--- config.mk ---
export PLATFORM = sky130hd
export DESIGN_NAME = chal_sel_mgr
export DESIGN_NICKNAME = d
export VERILOG_FILES = /design/src/rtl/chal_sel_pkg.sv /design/src/rtl/chal_col_table.sv /design/src/rtl/chal_col_picker.sv /design/src/rtl/chal_sel_mgr.sv
export SDC_FILE = /design/constraint.sdc
export NUM_CORES = 1
export LEC_CHECK = 0
export CAP_MARGIN = 20
export CORE_ASPECT_RATIO = 0.9
export CORE_MARGIN = 4
export CORE_UTILIZATION = 60
export CTS_BUF_LIST = sky130_fd_sc_hd__clkbuf_4
export CTS_CLUSTER_DIAMETER = 120
export DETAILED_ROUTE_END_ITERATION = 10
export GPL_TIMING_DRIVEN = 0
export PLACE_DENSITY = 0.95
export SYNTH_ARGS = -nofsm -noshare
export SYNTH_HDL_FRONTEND = slang
export SYNTH_SLANG_ARGS = --single-unit
--- constraint.sdc ---
create_clock -name clk -period 10.7 [get_ports clk]
set_clock_uncertainty 0.15 [all_clocks]
set_input_delay 2.14 -clock clk [delete_from_list [all_inputs] [get_ports clk]]
set_output_delay 2.14 -clock clk [all_outputs]
set_load 0.03 [all_outputs]
--- src/rtl/chal_sel_pkg.sv ---
package chal_sel_pkg;
  typedef enum logic [1:0] {
    COL_FRESH  = 2'b00,
    COL_ACTIVE = 2'b01,
    COL_SPENT  = 2'b10
  } col_state_t;
endpackage

--- src/rtl/chal_col_table.sv ---
module chal_col_table
  import chal_sel_pkg::*;
#(
  parameter int COLS  = 8,
  parameter int COL_W = $clog2(COLS)
) (
  input  logic             clk,
  input  logic             rst,
  input  logic             claim_en,
  input  logic [COL_W-1:0] claim_idx,
  input  logic             retire_en,
  input  logic [COL_W-1:0] retire_idx,
  output logic [COLS-1:0]  fresh_vec,
  output logic [COLS-1:0]  active_vec
);
  for (genvar c = 0; c < COLS; c++) begin : g_col
    col_state_t st;
    always_ff @(posedge clk) begin
      if (rst) begin
        st <= COL_FRESH;
      end else if (retire_en && retire_idx == COL_W'(c)) begin
        st <= COL_SPENT;
      end else if (claim_en && claim_idx == COL_W'(c)) begin
        st <= COL_ACTIVE;
      end
    end
    assign fresh_vec[c]  = (st == COL_FRESH);
    assign active_vec[c] = (st == COL_ACTIVE);
  end
endmodule

--- src/rtl/chal_col_picker.sv ---
module chal_col_picker #(
  parameter int COLS  = 8,
  parameter int COL_W = $clog2(COLS),
  parameter int RND_W = 16
) (
  input  logic [RND_W-1:0] rnd_i,
  input  logic [COLS-1:0]  fresh_vec,
  output logic [COL_W-1:0] pick_idx,
  output logic             pick_ok
);
  logic [RND_W-1:0] start;
  assign start = rnd_i % RND_W'(COLS);

  always_comb begin
    pick_idx = '0;
    pick_ok  = 1'b0;
    // walk downward so the nearest upward candidate is written last
    for (int k = COLS - 1; k >= 0; k--) begin
      int idx;
      idx = int'(start) + k;
      if (idx >= COLS) idx = idx - COLS;
      if (fresh_vec[idx]) begin
        pick_idx = COL_W'(idx);
        pick_ok  = 1'b1;
      end
    end
  end
endmodule

--- src/rtl/chal_sel_mgr.sv ---
module chal_sel_mgr #(
  parameter int COLS  = 8,
  parameter int ROWS  = 40,
  parameter int RND_W = 16,
  parameter int LIM_W = 16,
  parameter int COL_W = $clog2(COLS),
  parameter int PAIR_W = $clog2(ROWS * (ROWS - 1) / 2)
) (
  input  logic              clk,
  input  logic              rst,
  input  logic              req_i,
  input  logic [RND_W-1:0]  rnd_i,
  input  logic [LIM_W-1:0]  limit_i,
  output logic              gnt_o,
  output logic [COL_W-1:0]  col_o,
  output logic [PAIR_W-1:0] pair_o,
  output logic              done_o
);
  localparam int MAX_PAIRS = ROWS * (ROWS - 1) / 2;
  localparam int CNT_W     = PAIR_W + 1;

  logic              act_valid;
  logic [COL_W-1:0]  act_col;
  logic [PAIR_W-1:0] pair_cnt;
  logic [COLS-1:0]   fresh_vec, active_vec, fresh_after;
  logic [COL_W-1:0]  pick_idx, cur_col;
  logic              pick_ok, issue, last, act_next, done_next;
  logic [PAIR_W-1:0] cur_pair;
  logic [CNT_W-1:0]  lim_eff;

  chal_col_table #(.COLS(COLS), .COL_W(COL_W)) u_table (
    .clk, .rst,
    .claim_en  (issue && !act_valid),
    .claim_idx (pick_idx),
    .retire_en (issue && last),
    .retire_idx(cur_col),
    .fresh_vec, .active_vec
  );

  chal_col_picker #(.COLS(COLS), .COL_W(COL_W), .RND_W(RND_W)) u_pick (
    .rnd_i, .fresh_vec, .pick_idx, .pick_ok
  );

  always_comb begin
    if (limit_i == '0)                          lim_eff = CNT_W'(1);
    else if (limit_i > LIM_W'(MAX_PAIRS))       lim_eff = CNT_W'(MAX_PAIRS);
    else                                        lim_eff = CNT_W'(limit_i);
  end

  assign issue    = req_i && !done_o && (act_valid || pick_ok);
  assign cur_col  = act_valid ? act_col : pick_idx;
  assign cur_pair = act_valid ? pair_cnt : '0;
  assign last     = (CNT_W'(cur_pair) + CNT_W'(1)) >= lim_eff;
  assign act_next = issue ? !last : act_valid;

  always_comb begin
    fresh_after = fresh_vec;
    if (issue && !act_valid) fresh_after[pick_idx] = 1'b0;
  end
  assign done_next = (fresh_after == '0) && !act_next;

  always_ff @(posedge clk) begin
    if (rst) begin
      act_valid <= 1'b0;
      act_col   <= '0;
      pair_cnt  <= '0;
      gnt_o     <= 1'b0;
      col_o     <= '0;
      pair_o    <= '0;
      done_o    <= 1'b0;
    end else begin
      gnt_o <= issue;
      if (issue) begin
        act_valid <= !last;
        act_col   <= cur_col;
        pair_cnt  <= cur_pair + PAIR_W'(1);
        col_o     <= cur_col;
        pair_o    <= cur_pair;
      end
      done_o <= done_o || done_next;
    end
  end
endmodule

# After elaboration in Yosys (flattened, before gate mapping)
# Cells that the tools add are included.
[totals] regBits=42 in_bits=35
[classes] n_addsub=17 n_lt_le_gt_ge=20 n_eq_ne=14 muxes=72 bitwise_logic=2 reduce_logical=56
[op_table] op="32-bit by 5-bit less-than comparator with 1-bit output (second input constant)" n=8
[op_table] op="32-bit 2-to-1 mux" n=8
[op_table] op="32-bit by 5-bit >= comparator with 1-bit output (second input constant)" n=7
[op_table] op="32-bit by 5-bit subtractor with 32-bit output (second input constant)" n=7
[op_table] op="2-bit 2-to-1 mux" n=16
[op_table] op="3-bit 2-to-1 mux" n=9
[op_table] op="1-bit 2-to-1 mux" n=26
[op_table] op="1-bit binary-select mux with 3-bit select" n=8
[op_table] op="3-bit equality test (second input constant)" n=8
[op_table] op="1-bit logical AND" n=22
[op_table] op="11-bit 2-to-1 mux" n=2
[op_table] op="3-bit by 3-bit adder with 4-bit output (second input constant)" n=4
[op_table] op="16-bit by 10-bit greater-than comparator with 1-bit output (second input constant)" n=1
[op_table] op="16-bit logical NOT" n=1
[op_table] op="2-bit logical NOT" n=8
[op_table] op="2-bit nonzero test" n=8
[op_table] op="2-bit OR reduction" n=8
[op_table] op="3-bit by 2-bit equality test with 1-bit output (second input constant)" n=4
[op_table] op="10-bit by 1-bit adder with 11-bit output (second input constant)" n=1
[op_table] op="11-bit >= comparator" n=1
[op_table] op="10-bit by 1-bit adder with 10-bit output (second input constant)" n=1
[op_table] op="10-bit 2-to-1 mux" n=1
[op_table] op="3-bit by 2-bit adder with 4-bit output (second input constant)" n=2
[op_table] op="8-bit AND" n=1
[op_table] op="other kinds (13)" n=19

# Longest topological paths before layout
# Gate-level depths: netlist of the first run.
[depth] depth_word=24 ltp_mapped=17 mapped_depth_nobuf=16

# By module
# Synthesis of the first run repeated with hierarchy kept, for this count alone.
[hier_totals] cells_unflattened=388 hier_area_um2=3174.3
[by_module_without_submodules] mod="chal_sel_mgr" n_inst=1 cells_each=216 area_each_um2=1630.3 seq_area_each_um2=520.5
[by_module_without_submodules] mod="chal_col_picker" n_inst=1 cells_each=90 area_each_um2=782.0 seq_area_each_um2=0.0
[by_module_without_submodules] mod="chal_col_table" n_inst=1 cells_each=82 area_each_um2=762.0 seq_area_each_um2=320.3

# Worst setup path after synthesis of the first run
# OpenSTA, ideal clock, no wires.
[synth_path] path_kind="input to register" start="input port rnd_i[0]" end="register done_o" setup_time_ps=96 arrival_ps=5114 required_time_ps=10454 slack_ps=5340 cell_stages=13 cell_sequence="buf_6 > inv_1 > ha_1 > clkbuf_1 > inv_1 > mux4_2 > nor3b_1 > o311ai_4 > nand3b_4 > or4b_1 > a21oi_1 > o21ai_1 > o41ai_2"
[synth_via] elab_chain_len=24 elab_cells_between_ends=87 classes_between="15 x add/sub; 10 x order compare; 52 x mux; 2 x bitwise; 8 x reduce/logical"
[synth_lines] item="from (decl)" line_no="chal_sel_mgr.sv:12" source="input logic [RND_W-1:0] rnd_i,"
[synth_lines] item="3-bit by 3-bit adder with 4-bit output" line_no="chal_col_picker.sv:20" source="idx = int'(start) + k;"
[synth_lines] item="32-bit by 5-bit subtractor with 32-bit output or 32-bit by 5-bit >= comparator with 1-bit output (tied branches)" line_no="chal_col_picker.sv:21" source="if (idx >= COLS) idx = idx - COLS;"
[synth_lines] item="32-bit 2-to-1 mux" line_no="chal_col_picker.sv:21"
[synth_lines] item="1-bit binary-select mux with 3-bit select" line_no="chal_col_picker.sv:22" source="if (fresh_vec[idx]) begin"
[synth_lines] item="1-bit 2-to-1 mux (implied by the code) (2 in a row)" line_no="chal_col_picker.sv:22"
[synth_lines] item="3-bit 2-to-1 mux (8 in a row)" line_no="chal_col_picker.sv:22"
[synth_lines] item="3-bit by 4-bit less-than comparator with 1-bit output (implied by the code) or 3-bit by 1-bit >= comparator with 1-bit output (tied branches)" line_no="chal_sel_mgr.sv:58" source="if (issue && !act_valid) fresh_after[pick_idx] = 1'b0;"
[synth_lines] item="1-bit logical AND (implied by the code)" line_no="chal_sel_mgr.sv:58"
[synth_lines] item="1-bit 2-to-1 mux (implied by the code)" line_no="chal_sel_mgr.sv:58"
[synth_lines] item="1-bit demux with 3-bit select" line_no="chal_sel_mgr.sv:58"
[synth_lines] item="8-bit NOT (no line)"
[synth_lines] item="8-bit AND (no line)"
[synth_lines] item="8-bit 2-to-1 mux" line_no="chal_sel_mgr.sv:58"
[synth_lines] item="8-bit logical NOT" line_no="chal_sel_mgr.sv:60" source="assign done_next = (fresh_after == '0) && !act_next;"
[synth_lines] item="1-bit logical AND *" line_no="chal_sel_mgr.sv:60"
[synth_lines] item="1-bit logical OR *" line_no="chal_sel_mgr.sv:80" source="done_o <= done_o || done_next;"
[synth_lines] item="to (signal assigned)" line_no="chal_sel_mgr.sv:80"
[synth_lines] item="to (decl)" line_no="chal_sel_mgr.sv:17" source="output logic done_o"
# Mark *: on every way between the ends. The rest lies on a longest branch, timed or not. The select of a mux whose other input is x is not followed.
# A chain may end at the register's enable or synchronous reset.

# Final worst setup path of the first run
[layout_path] start="input port rnd_i[1]" end="register done_o"
# Same word-level chain as after synthesis.

==> metrics.md, run 1 <==
| Metric | Value |
|---|---|
| Critical path launch point type | primary input |
| Adder-cell area share of the yosys netlist | approximately 5.5% |
| Setup TNS | 0 ns |
| Setup Fix Bufs, Post-CTS | 0 |
| Clock Latency Late Sink | around 0.38 ns |
| GPL Wtd Cong | about 1.0 |
| # fillers | 383 |
| Number of global-route vias before repair | around 3200 |
| Compound-Gate Fraction of Synth Area | roughly 25% |
| PwrDens | 101 nW/um^2 |
| Setup slack after layout | around 4.3 ns |
| PortBufs | 35 |
| Cts bufs inserted | 5 |
| Mapped Nets | about 460 |
| Final Max Tran Viols | 0 |
| CP Capture Type | register |
| Post-Syn Area | ~3200 um^2 |
| RSZ-0062 raised after global routing | false |
| Hold-fix buffers, CTS | 0 |
| Post-route ant nets | 0 |
| # H-tree levels | 2 |
| Layout area overhead | 16.1% |
| Iteration-0 DRC Markers | 566 |
| Die area | around 6600 um^2 |
| Critical path type | primary input to register |
| Synth top area share | between 20% and 30% |
| Slew margin rel. | around 43% |
| WL/cell | about 18 um |
| Share of cells above drive strength 1 | 7.91% |
| DRC viols | 0 |
| Maximum clock frequency | approximately 160 MHz |
| First-pass GRT wire length | approximately 16 mm |
| Area leader, netlist | dfxtp_1 |
| 1st-pass router iterations | 5 |
| Clock transition at path regs | approximately 0.14 ns |
| Die span in x | about 85 um |
| Cell Count Post-Placement | just over 500 |
| Top cells by area, synth | dfxtp_1, nand2_1, a21oi_1, ha_1, nor2_1 |
| HPWL reported at the end of detailed placement | ~7.3 mm |
| Synth Area in Simple Gates | between 20 and 30% |
| Slew @ Worst Pin | ~0.85 ns |
| Total grt overflow | 0 |
| Register area share after synthesis | 26.3% |
| Multi-input gate area | between 2000 and 2500 um^2 |
| Largest net degree at the start of global routing | 15 |
| Die Ht | about 77 um |
| Clk sinks | 42 |
| Vias per cell | around 6.7 |
| Initial antenna violation count | 0 |
| Site row count | 24 |
| Crit path DAT | between 6 and 7 ns |
| Max Root-Sink Buffers | 2 |
| Cell count after synthesis | 412 |
| #FFs+latches synth | between 40 and 50 |
| Number of synthesized flops with an enable pin | 0 |
| IO Pins | 50 |
| Hold Fails Final Rpt | 0 |
| Setup WS pre-CTS | 4.06 ns |
| Synthesized area per cell | 7.75 um^2 |
| Post-synthesis mux area share | 8.15% |
| Final period util | approximately 60% |
| Leak | approximately 1.3 nW |
| CP max-delay cell | clkdlybuf4s50_1 |
| Seq. cell area | around 840 um^2 |
| Final net count | just over 500 |
| Overall routing resource usage | 29.2% |
| Root Buffer | clkbuf_4 |
| FFs w/ async S/R, synth | 0% |
| YS warnings | 0 |
| Crit-path max cell delay | between 0.6 and 0.7 ns |
| Largest family of logic cells by synthesized area | simple AND/OR/NAND/NOR gates |
| MaxCap Viol Count | 0 |
| Hold Crit Class | register to register |
| Final Non-Filler Cells | 520 |
| Minimum clock period | roughly 6.4 ns |
| Status | finished clean |
| Worst path cell trace | clkdlybuf4s50_1 -> clkinv_1 -> ha_1 -> clkbuf_1 -> inv_1 -> mux4_2 -> nor3b_1 -> o311ai_4 -> nand3b_4 -> or4b_1 -> a21oi_1 -> o21ai_1 -> o41ai_2 |
| Post-cts repair resize count | 0 |
| VDD IR-drop max | approximately 100 uV |
| CTS tree | built |
| Aggregate routed wire length | ~9.5 mm |
| Antenna diodes | 0 |
| Yosys cell types | 64 |
| CP required | about 11 ns |
| XOR/XNOR Fraction of Synth Area | 2.47% |
| Initial Util | 64.1% |
| Leading register cell type out of synthesis | dfxtp_1 |
| Vias | 3472 |
| Max Fanout on Critical Path | 8 |
| Final setup viols | 0 |
| Core area | roughly 5000 um^2 |
final cells by class:
cell class,count,area share [%]
Tap cell,65,2.19
Multi-Input combinational cell,340,60.0
Sequential cell,42,22.7
Timing Repair Buffer,35,9.45
Inverter,10,1.01
Buffer,20,2.50
Clock buffer,5,1.01
Clock inverter,3,1.18
cells in the mapped netlist (all sizes together) (2+ instances only):
| cell type | instances |
|---|---|
| or2 | 2 |
| a22oi | 2 |
| mux2i | 5 |
| nand3 | 16 |
| nor4 | 7 |
| ha | 14 |
| nand2b | 3 |
| o31ai | 3 |
| a211o | 3 |
| mux4 | 8 |
| o21ba | 4 |
| o21ai | 13 |
| mux2 | 2 |
| a21o | 4 |
| buf | 6 |
| a31o | 2 |
| or3 | 4 |
| o211a | 2 |
| inv | 8 |
| nand3b | 3 |
| xnor2 | 6 |
| a21oi | 39 |
| clkbuf | 14 |
| nor3 | 21 |
| clkinv | 2 |
| and2 | 6 |
| o22ai | 3 |
| a2111oi | 2 |
| and3 | 2 |
| a31oi | 7 |
| nand2 | 54 |
| nor2b | 13 |
| a21boi | 2 |
| o21a | 5 |
| nand4 | 2 |
| dfxtp | 42 |
| o211ai | 5 |
| nor2 | 47 |
| and4 | 3 |
| xor2 | 3 |
| a211oi | 10 |
cells in the final DEF, fill, tap and decap left out, types with 6 or more instances in the layout:
cell type	netlist	layout
nand2_1	54	54
nor2_1	45	45
dfxtp_1	42	42
a21oi_1	39	39
clkdlybuf4s50_1	0	35
nor3_1	20	20
nand3_1	16	16
clkbuf_1	14	14
ha_1	14	14
nor2b_1	13	13
o21ai_0	11	11
a211oi_1	10	10
inv_1	8	8
nor4_1	7	7
a31oi_1	7	7
mux4_2	6	6
xnor2_1	6	6
sequential cells by signal, indices dropped and copies added, names as in the netlist:
signal and cells:
act_col 3, act_valid 1, pair_o 10, u_table.g_col.st 16
gnt_o 1, done_o 1, pair_cnt 10
metrics by stage:
step / power, W / util [%] / cell area [um^2] / hold WS (ns)
final: 0.000374 / 74.3 / 3710 / 0.317
after global routing: 0.000387 / 74.3 / 3710 / 0.344
after CTS: 0.000369 / 74.3 / 3710 / 0.323
after detailed placement: 0.000264 / 72.7 / 3620 / 0.298
after global placement: 0.000261 / 72.7 / 3620 / 0.293
after floorplan: 0.000233 / - / 3190 / 0.300
path summary, 6_finish.rpt:
kind	from	end	slack, ns	cells after the start
hold / removal	pair_o[9]	pair_o[9]	0.32	2
hold reg to reg	pair_o[9]	pair_o[9]	0.32	2
setup reg to reg	act_valid	u_table.g_col[4].st[1]	5.95	17
setup / recovery	rnd_i[1]	done_o	4.28	13
metal layers:
layer | global-route usage (%) | share of wire [%] | vias to the layer above
met4 | 8.70 | 1.5 | 0
met5 | 0 | 0 | -
li1 | - | - | 1592
met3 | 7.29 | 14 | 24
met1 | 42.1 | 42 | 1615
met2 | 42.7 | 43 | 241
where the power goes:
part           switching (W)  leakage (nW)  internal [W]
Clock              0.0000599        0.0456     0.0000496
Sequential        0.00000484         0.341      0.000160
Combinational      0.0000605         0.928     0.0000387
kinds of logic (layout without fill, tap and decap cells):
group	Yosys count	count (layout)
and+or+nand+nor	187	187
AOI/OAI and AO/OA	114	114
DFF	42	42
buffers and inverters	30	73
muxes	15	15
adders and majority gates	14	14
xor gates and xnor gates	9	9
other	1	1
critical path, delay by kind of cell:
| family | cells | cell delay, ns |
|---|---|---|
| adder cells (fa/ha/maj) | 1 | 0.38 |
| buffers and inverters | 4 | 1.70 |
| multiplexers | 1 | 0.42 |
| AO/OA/AOI/OAI | 4 | 1.04 |
| AND/OR/NAND/NOR | 3 | 0.86 |
(Power assumes the default switching activity.)
==> run 2, diff against run 1 <==
CORE_UTILIZATION = 56   (was 60)
PLACE_DENSITY = 0.94   (was 0.95)
clock period = 6.45 ns   (was 10.7 ns; I/O delays follow)
==> run 2 against run 1 <==
Against the previous run: sequential power increased by 66%; register-to-register slack got worse by 4.3 ns; worst setup slack got worse by 3.4 ns; critical endpoint unchanged; highest routed layer unchanged.
==> metrics.md, run 2 (synthesis gave the netlist of run 1 again) <==
| Metric | Value |
|---|---|
| Final setup viols | 0 (unchanged) |
| CP required | 6.56 ns (was 10.83 ns) |
| Critical path launch point type | primary input (unchanged) |
| Grt met1 use | 39.6% (was 42.1%) |
| Clock network power share | 22.5% (was 29.3%) |
| IO Pins | 50 (unchanged) |
| Leak | 1.30 nW (was 1.31 nW) |
| Iteration-0 DRC Markers | 458 (was 566) |
| Overall routing resource usage | 26.6% (was 29.2%) |
| Most frequent cells in the layout | nand2_1, nor2_1, dfxtp_1, a21oi_1, clkdlybuf4s50_1 (unchanged) |
| Total grt overflow | 0 (unchanged) |
| Core area | 5380 um^2 (was 4980 um^2) |
| Root Buffer | clkbuf_4 (unchanged) |
| Setup Fix Bufs, Post-CTS | 0 (unchanged) |
| Cts bufs inserted | 5 (unchanged) |
| Slew @ Worst Pin | 0.729 ns (was 0.853 ns) |
| Max Root-Sink Buffers | 2 (unchanged) |
| Worst path cell trace | clkdlybuf4s50_1 -> clkinv_1 -> ha_1 -> clkbuf_1 -> inv_1 -> mux4_2 -> o21ai_0 -> a211oi_1 -> nor3_1 -> or2_2 -> clkbuf_1 -> nor2_1 -> a22oi_1 -> o41ai_2 (was clkdlybuf4s50_1 -> clkinv_1 -> ha_1 -> clkbuf_1 -> inv_1 -> mux4_2 -> nor3b_1 -> o311ai_4 -> nand3b_4 -> or4b_1 -> a21oi_1 -> o21ai_1 -> o41ai_2) |
| Crit-path max cell delay | 0.70 ns (was 0.68 ns) |
| Clock transition at path regs | 0.12 ns (was 0.14 ns) |
| Reg power frac | 48.9% (was 44.2%) |
| Minimum clock period | between 5 and 6 ns |
| GR Util met3 | 5.06% (was 7.29%) |
| Post-route ant nets | 0 (unchanged) |
| First-pass GRT wire length | 14.9 mm (was 15.6 mm) |
| Vias | 3385 (was 3472) |
| PwrDens | 152 nW/um^2 (was 101 nW/um^2) |
| GPL Wtd Cong | 0.990 (was 1.01) |
| Initial Util | 59.3% (was 64.1%) |
| Max FFs per register | 16 (unchanged) |
| DRC viols | 0 (unchanged) |
| Final net count | 503 (unchanged) |
| RSZ-0062 raised after global routing | false (unchanged) |
| Final Max Tran Viols | 0 (unchanged) |
| # H-tree levels | 2 (unchanged) |
| Die Ht | 79.6 um (was 77.2 um) |
| Final Non-Filler Cells | 521 (was 520) |
| Placed instance area | 3630 um^2 (was 3620 um^2) |
| Crit path DAT | 5.70 ns (was 6.55 ns) |
| HPWL reported at the end of detailed placement | 6.79 mm (was 7.28 mm) |
| Site row count | 25 (was 24) |
| Die span in x | 87.6 um (was 84.9 um) |
| CTS tree | built (unchanged) |
| Max Fanout on Critical Path | 8 (unchanged) |
| Status | finished clean (unchanged) |
| Cell area after layout | 3680 um^2 (was 3710 um^2) |
| CP delay by family, top | buffers and inverters (unchanged) |
| Final period util | roughly 87% |
| Tot Pwr | 0.000561 W (was 0.000374 W) |
| Post-cts repair resize count | 0 (unchanged) |
| Die area | 6980 um^2 (was 6550 um^2) |
| Aggregate routed wire length | 8.77 mm (was 9.52 mm) |
| 1st-pass router iterations | 5 (unchanged) |
| Hold Fails Final Rpt | 0 (unchanged) |
| Hold Crit Class | register to register (unchanged) |
| VDD IR-drop max | 84.2 uV (was 100 uV) |
| Number of global-route vias before repair | 3155 (was 3238) |
| Layout area overhead | 15.2% (was 16.1%) |
| Maximum clock frequency | around 180 MHz |
| Antenna diodes | 0 (unchanged) |
| CP max-delay cell | clkdlybuf4s50_1 (unchanged) |
| Switching pwr | 0.000186 W (was 0.000125 W) |
| CP Capture Type | register (unchanged) |
| Most common cell after layout, fill and taps aside | nand2_1 (unchanged) |
| Slew margin rel. | 51.1% (was 42.8%) |
| PortBufs | 35 (unchanged) |
| # fillers | 443 (was 383) |
| Hold-fix buffers, CTS | 0 (unchanged) |
| Initial antenna violation count | 0 (unchanged) |
| Vias per cell | 6.50 (was 6.68) |
| Clock Latency Late Sink | 0.35 ns (was 0.38 ns) |
| Clk sinks | 42 (unchanged) |
| Pint | 0.000375 W (was 0.000249 W) |
| Global route hottest layer | met2 (unchanged) |
| Most frequent CP cell | clkbuf_1 |
| Combinational Power Share | 28.6% (was 26.5%) |
| WL/cell | 16.8 um (was 18.3 um) |
| Routing usage on met2 | 39.8% (was 42.7%) |
| Critical path type | primary input to register (unchanged) |
| Worst Path Buf+Inv | 5 (was 4) |
| Setup TNS | 0 ns (unchanged) |
| Cell Count Post-Placement | 514 (was 512) |
| MaxCap Viol Count | 0 (unchanged) |
| Share of cells above drive strength 1 | 7.71% (was 7.91%) |
| Switch share | 33.1% (was 33.5%) |
| Largest net degree at the start of global routing | 13 (was 15) |
| Register bank with the most flops | u_table.g_col.st (unchanged) |
| Biggest regs | u_table.g_col.st x16, pair_cnt x10, pair_o x10 (unchanged) |
==> run 2: cell count changes in the layout (fill, tap and decap cells not counted) <==
| cell | before | now |
|---|---|---|
| bufinv_16 | 1 | 0 |
| clkinvlp_4 | 0 | 1 |
| clkinv_2 | 1 | 0 |
| clkbuf_4 | 5 | 6 |
| inv_6 | 1 | 0 |
==> run 2: power by group through the flow <==
stage	clock network, W	logic [W]	registers, W
3_3_place_gp	0	0.000151	0.000279
2_1_floorplan	0	0.000104	0.000282
5_1_grt	0.000139	0.000175	0.000275
4_1_cts	0.000129	0.000157	0.000274
3_5_place_dp	0	0.000156	0.000279
6_report	0.000126	0.000160	0.000274
==> run 2: final timing paths <==
path / startpoint / slack (ns) / end / depth (start not counted)
worst max-delay path: rnd_i[1] / 0.86 / done_o / 14
worst max register to register: act_valid / 1.61 / u_table.g_col[4].st[1] / 17
worst min register to register: pair_o[3] / 0.31 / pair_o[3] / 2
worst min-delay path: pair_o[3] / 0.31 / pair_o[3] / 2
==> run 2: layout make-up <==
type,count,area (um^2),area share [%]
Buffer,20,92.6,2.52
Clock buffer,6,45.0,1.22
Clock inverter,1,7.51,0.204
Inverter,10,37.5,1.02
Multi-Input combinational cell,340,2220,60.4
Sequential cell,42,841,22.8
Tap cell,67,83.8,2.28
Timing Repair Buffer,35,350,9.52
==> run 2: per-stage QoR <==
stage / hold WS [ns] / setup WS, ns / utilization (%)
floorplan: 0.300 / 1.94 / -
CTS: 0.312 / 1.03 / 68.4
finish: 0.313 / 0.859 / 68.4
global placement: 0.290 / 0.729 / 67.4
global route: 0.332 / 0.651 / 68.4
detailed placement: 0.296 / 0.681 / 67.4
==> run 2: worst reg2reg max path, stage by stage (launching register included) <==
cell and delay [ns]:
dfxtp_1 0.49, clkbuf_1 0.38, clkbuf_1 0.37, and2_1 0.25, ha_1 0.21, nand3_1 0.12
or3_1 0.43, or3_1 0.32, a21boi_0 0.39, ha_1 0.32, nand3_1 0.09, nand2_1 0.05
a21oi_1 0.12, o21ai_0 0.15, and2_1 0.21, and2_0 0.29, nor2b_1 0.22, o21ba_2 0.20
==> run 2: layer usage <==
metal	part of all wire [%]	wire, um	vias up
met2	44	3840	193
met4	1.3	114	0
met3	10	898	21
met1	45	3920	1572
li1	-	-	1599
met5	0	0	-
==> run 3, diff against run 2 <==
CORE_MARGIN = not set   (was 4)
==> run 3 against run 2 <==
Against the previous run: critical path type unchanged; critical endpoint unchanged; largest cell class unchanged; combinational power is essentially flat; register-to-register slack improved by 0.03 ns; critical path depth is the same; die area shrank 14%.
==> metrics.md, run 3 (synthesis gave the netlist of run 1 again) <==
| Metric | Value |
|---|---|
| Die span in x | 81.6 um (was 87.6 um) |
| Total grt overflow | 0 (unchanged) |
| Largest net degree at the start of global routing | 15 (was 13) |
| MaxCap Viol Count | 0 (unchanged) |
| DRC viols | 0 (unchanged) |
| Switch share | 34.3% (was 33.1%) |
| # H-tree levels | 2 (unchanged) |
| Most frequent CP cell | clkbuf_1 (unchanged) |
| Biggest regs | u_table.g_col.st x16, pair_cnt x10, pair_o x10 (unchanged) |
| Core area | 5380 um^2 (unchanged) |
| VDD IR-drop max | 106 uV (was 84.2 uV) |
| CP Capture Type | register (unchanged) |
| Worst path cell trace | clkdlybuf4s50_1 -> clkinv_1 -> ha_1 -> clkbuf_1 -> inv_1 -> mux4_2 -> o21ai_0 -> a211oi_1 -> nor3_1 -> or2_2 -> clkbuf_1 -> nor2_1 -> a22oi_1 -> o41ai_2 (unchanged) |
| Share of cells above drive strength 1 | 7.91% (was 7.71%) |
| Hold Fails Final Rpt | 0 (unchanged) |
| Most common cell after layout, fill and taps aside | nand2_1 (unchanged) |
| Global route hottest layer | met1 (was met2) |
| Final setup viols | 0 (unchanged) |
| CP endpoint | done_o (unchanged) |
| Crit path DAT | 5.61 ns (was 5.70 ns) |
| Hold Crit Class | register to register (unchanged) |
| Reg2reg end | u_table.g_col[4].st[1] (unchanged) |
| Iteration-0 DRC Markers | 449 (was 458) |
| Setup Fix Bufs, Post-CTS | 0 (unchanged) |
| Final Util | 68.5% (was 68.4%) |
| Antenna diodes | 0 (unchanged) |
| RSZ-0062 raised after global routing | false (unchanged) |
| Most frequent cells in the layout | nand2_1, nor2_1, dfxtp_1, a21oi_1, clkdlybuf4s50_1 (unchanged) |
| 1st-pass router iterations | 6 (was 5) |
| Aggregate routed wire length | 8.69 mm (was 8.77 mm) |
| Setup TNS | 0 ns (unchanged) |
| Max FFs per register | 16 (unchanged) |
| Number of global-route vias before repair | 3133 (was 3155) |
| Final net count | 503 (unchanged) |
| Critical path type | primary input to register (unchanged) |
| R2R Path Start | act_valid (unchanged) |
| Placed instance area | 3630 um^2 (unchanged) |
| GPL Wtd Cong | 0.920 (was 0.990) |
| Cell area after layout | 3680 um^2 (about the same) |
| Cell Count Post-Placement | 514 (unchanged) |
| Switching pwr | 0.000195 W (was 0.000186 W) |
| Max Fanout on Critical Path | 8 (unchanged) |
| CP required | 6.57 ns (was 6.56 ns) |
| Critical path launch point type | primary input (unchanged) |
| Root Buffer | clkbuf_4 (unchanged) |
| Final period util | 85.1% (was 86.7%) |
| PortBufs | 35 (unchanged) |
| HPWL reported at the end of detailed placement | 6.67 mm (was 6.79 mm) |
| Slew @ Worst Pin | 0.736 ns (was 0.729 ns) |
| Slew margin rel. | 50.6% (was 51.1%) |
| CP delay by family, top | buffers and inverters (unchanged) |
| WL/cell | 16.6 um (was 16.8 um) |
| Pint | 0.000373 W (was 0.000375 W) |
| Combinational Power Share | 28.4% (was 28.6%) |
| Grt met1 use | 45.9% (was 39.6%) |
| Site row count | 25 (unchanged) |
| Max Root-Sink Buffers | 2 (unchanged) |
| Overall routing resource usage | 31.5% (was 26.6%) |
| First-pass GRT wire length | 14.6 mm (was 14.9 mm) |
| Hold-fix buffers, CTS | 0 (unchanged) |
| PwrDens | 154 nW/um^2 (was 152 nW/um^2) |
| Post-cts repair resize count | 0 (unchanged) |
| IO Pins | 50 (unchanged) |
| Reg2reg path depth | 17 (unchanged) |
| Worst Path Buf+Inv | 5 (unchanged) |
| Clock Latency Late Sink | 0.37 ns (was 0.35 ns) |
| Die Ht | 73.6 um (was 79.6 um) |
| Final Non-Filler Cells | 522 (was 521) |
| CP Depth | 14 (unchanged) |
| Routing usage on met2 | 45.6% (was 39.8%) |
| Initial antenna violation count | 0 (unchanged) |
| Initial Util | 59.3% (unchanged) |
| Register bank with the most flops | u_table.g_col.st (unchanged) |
| Maximum clock frequency | 182 MHz (was 179 MHz) |
| Post-route ant nets | 0 (unchanged) |
| GR Util met3 | 7.58% (was 5.06%) |
| Clock transition at path regs | 0.13 ns (was 0.12 ns) |
| Layout area overhead | 15.4% (was 15.2%) |
| CP max-delay cell | clkdlybuf4s50_1 (unchanged) |
| Status | finished clean (unchanged) |
| Cts bufs inserted | 5 (unchanged) |
| Minimum clock period | 5.49 ns (was 5.59 ns) |
| Crit-path max cell delay | 0.68 ns (was 0.70 ns) |
| Die area | 6010 um^2 (was 6980 um^2) |
| Clock network power share | 23.4% (was 22.5%) |
| Reg power frac | 48.3% (was 48.9%) |
| R2R setup slack | 1.64 ns (was 1.61 ns) |
| Vias | 3384 (was 3385) |
| Vias per cell | 6.48 (was 6.50) |
| CTS tree | built (unchanged) |
| Final Max Tran Viols | 0 (unchanged) |
| Leak | 1.30 nW (about the same) |
| Crit path from | rnd_i[1] (unchanged) |
| Clk sinks | 42 (unchanged) |
[run 3: cell count changes in the layout (fill, tap and decap cells not counted)]
cell        change
clkbuf_4        -1
clkinv_2        +2
clkinvlp_4      -1
inv_6           +1
[run 3: through the flow]
step	hold slack (ns)	setup slack, ns	total power, W
2_1_floorplan	0.300	1.94	0.000386
3_3_place_gp	0.294	0.734	0.000430
3_5_place_dp	0.298	0.751	0.000435
4_1_cts	0.317	1.09	0.000563
5_1_grt	0.339	0.806	0.000594
6_report	0.315	0.960	0.000568
[run 3: worst min-delay path by stage]
stage	from	slack (ns)	depth (start not counted)	endpoint
floorplan	pair_cnt[1]	0.30	2	pair_cnt[1]
global placement	pair_o[3]	0.29	2	pair_o[3]
detailed placement	pair_o[1]	0.30	2	pair_o[1]
CTS	pair_o[1]	0.32	2	pair_o[1]
global route	pair_o[6]	0.34	2	pair_o[6]
finish	pair_o[7]	0.32	2	pair_o[7]
[run 3: routing by layer]
metal,up-vias,wire length [um]
li1,1594,-
met1,1578,3910
met2,195,3800
met3,17,864
met4,0,118
met5,-,0
[run 3: layout make-up]
class                      count  area [um^2]
multi-input combinational    340         2220
fill                         431         1700
sequential                    42          841
timing repair buffer          35          350
buffer                        20         92.6
tap                           67         83.8
clock buffer                   5         37.5
inverter                      10         37.5
clock inverter                 3         18.8
[run 3: worst register-to-register path: stages, from the launching register on]
cell,delay [ns]
dfxtp_1,0.50
clkbuf_1,0.36
clkbuf_1,0.35
and2_1,0.26
ha_1,0.21
nand3_1,0.12
or3_1,0.45
or3_1,0.33
a21boi_0,0.36
ha_1,0.32
nand3_1,0.09
nand2_1,0.05
a21oi_1,0.12
o21ai_0,0.15
and2_1,0.22
and2_0,0.29
nor2b_1,0.22
o21ba_2,0.20
[run 3: power by group through the flow]
stage | logic (W) | clock network (W) | registers (W)
floorplan | 0.000104 | 0 | 0.000282
global route | 0.000175 | 0.000144 | 0.000275
CTS | 0.000157 | 0.000133 | 0.000274
detailed placement | 0.000156 | 0 | 0.000279
global placement | 0.000151 | 0 | 0.000279
finish | 0.000161 | 0.000133 | 0.000274
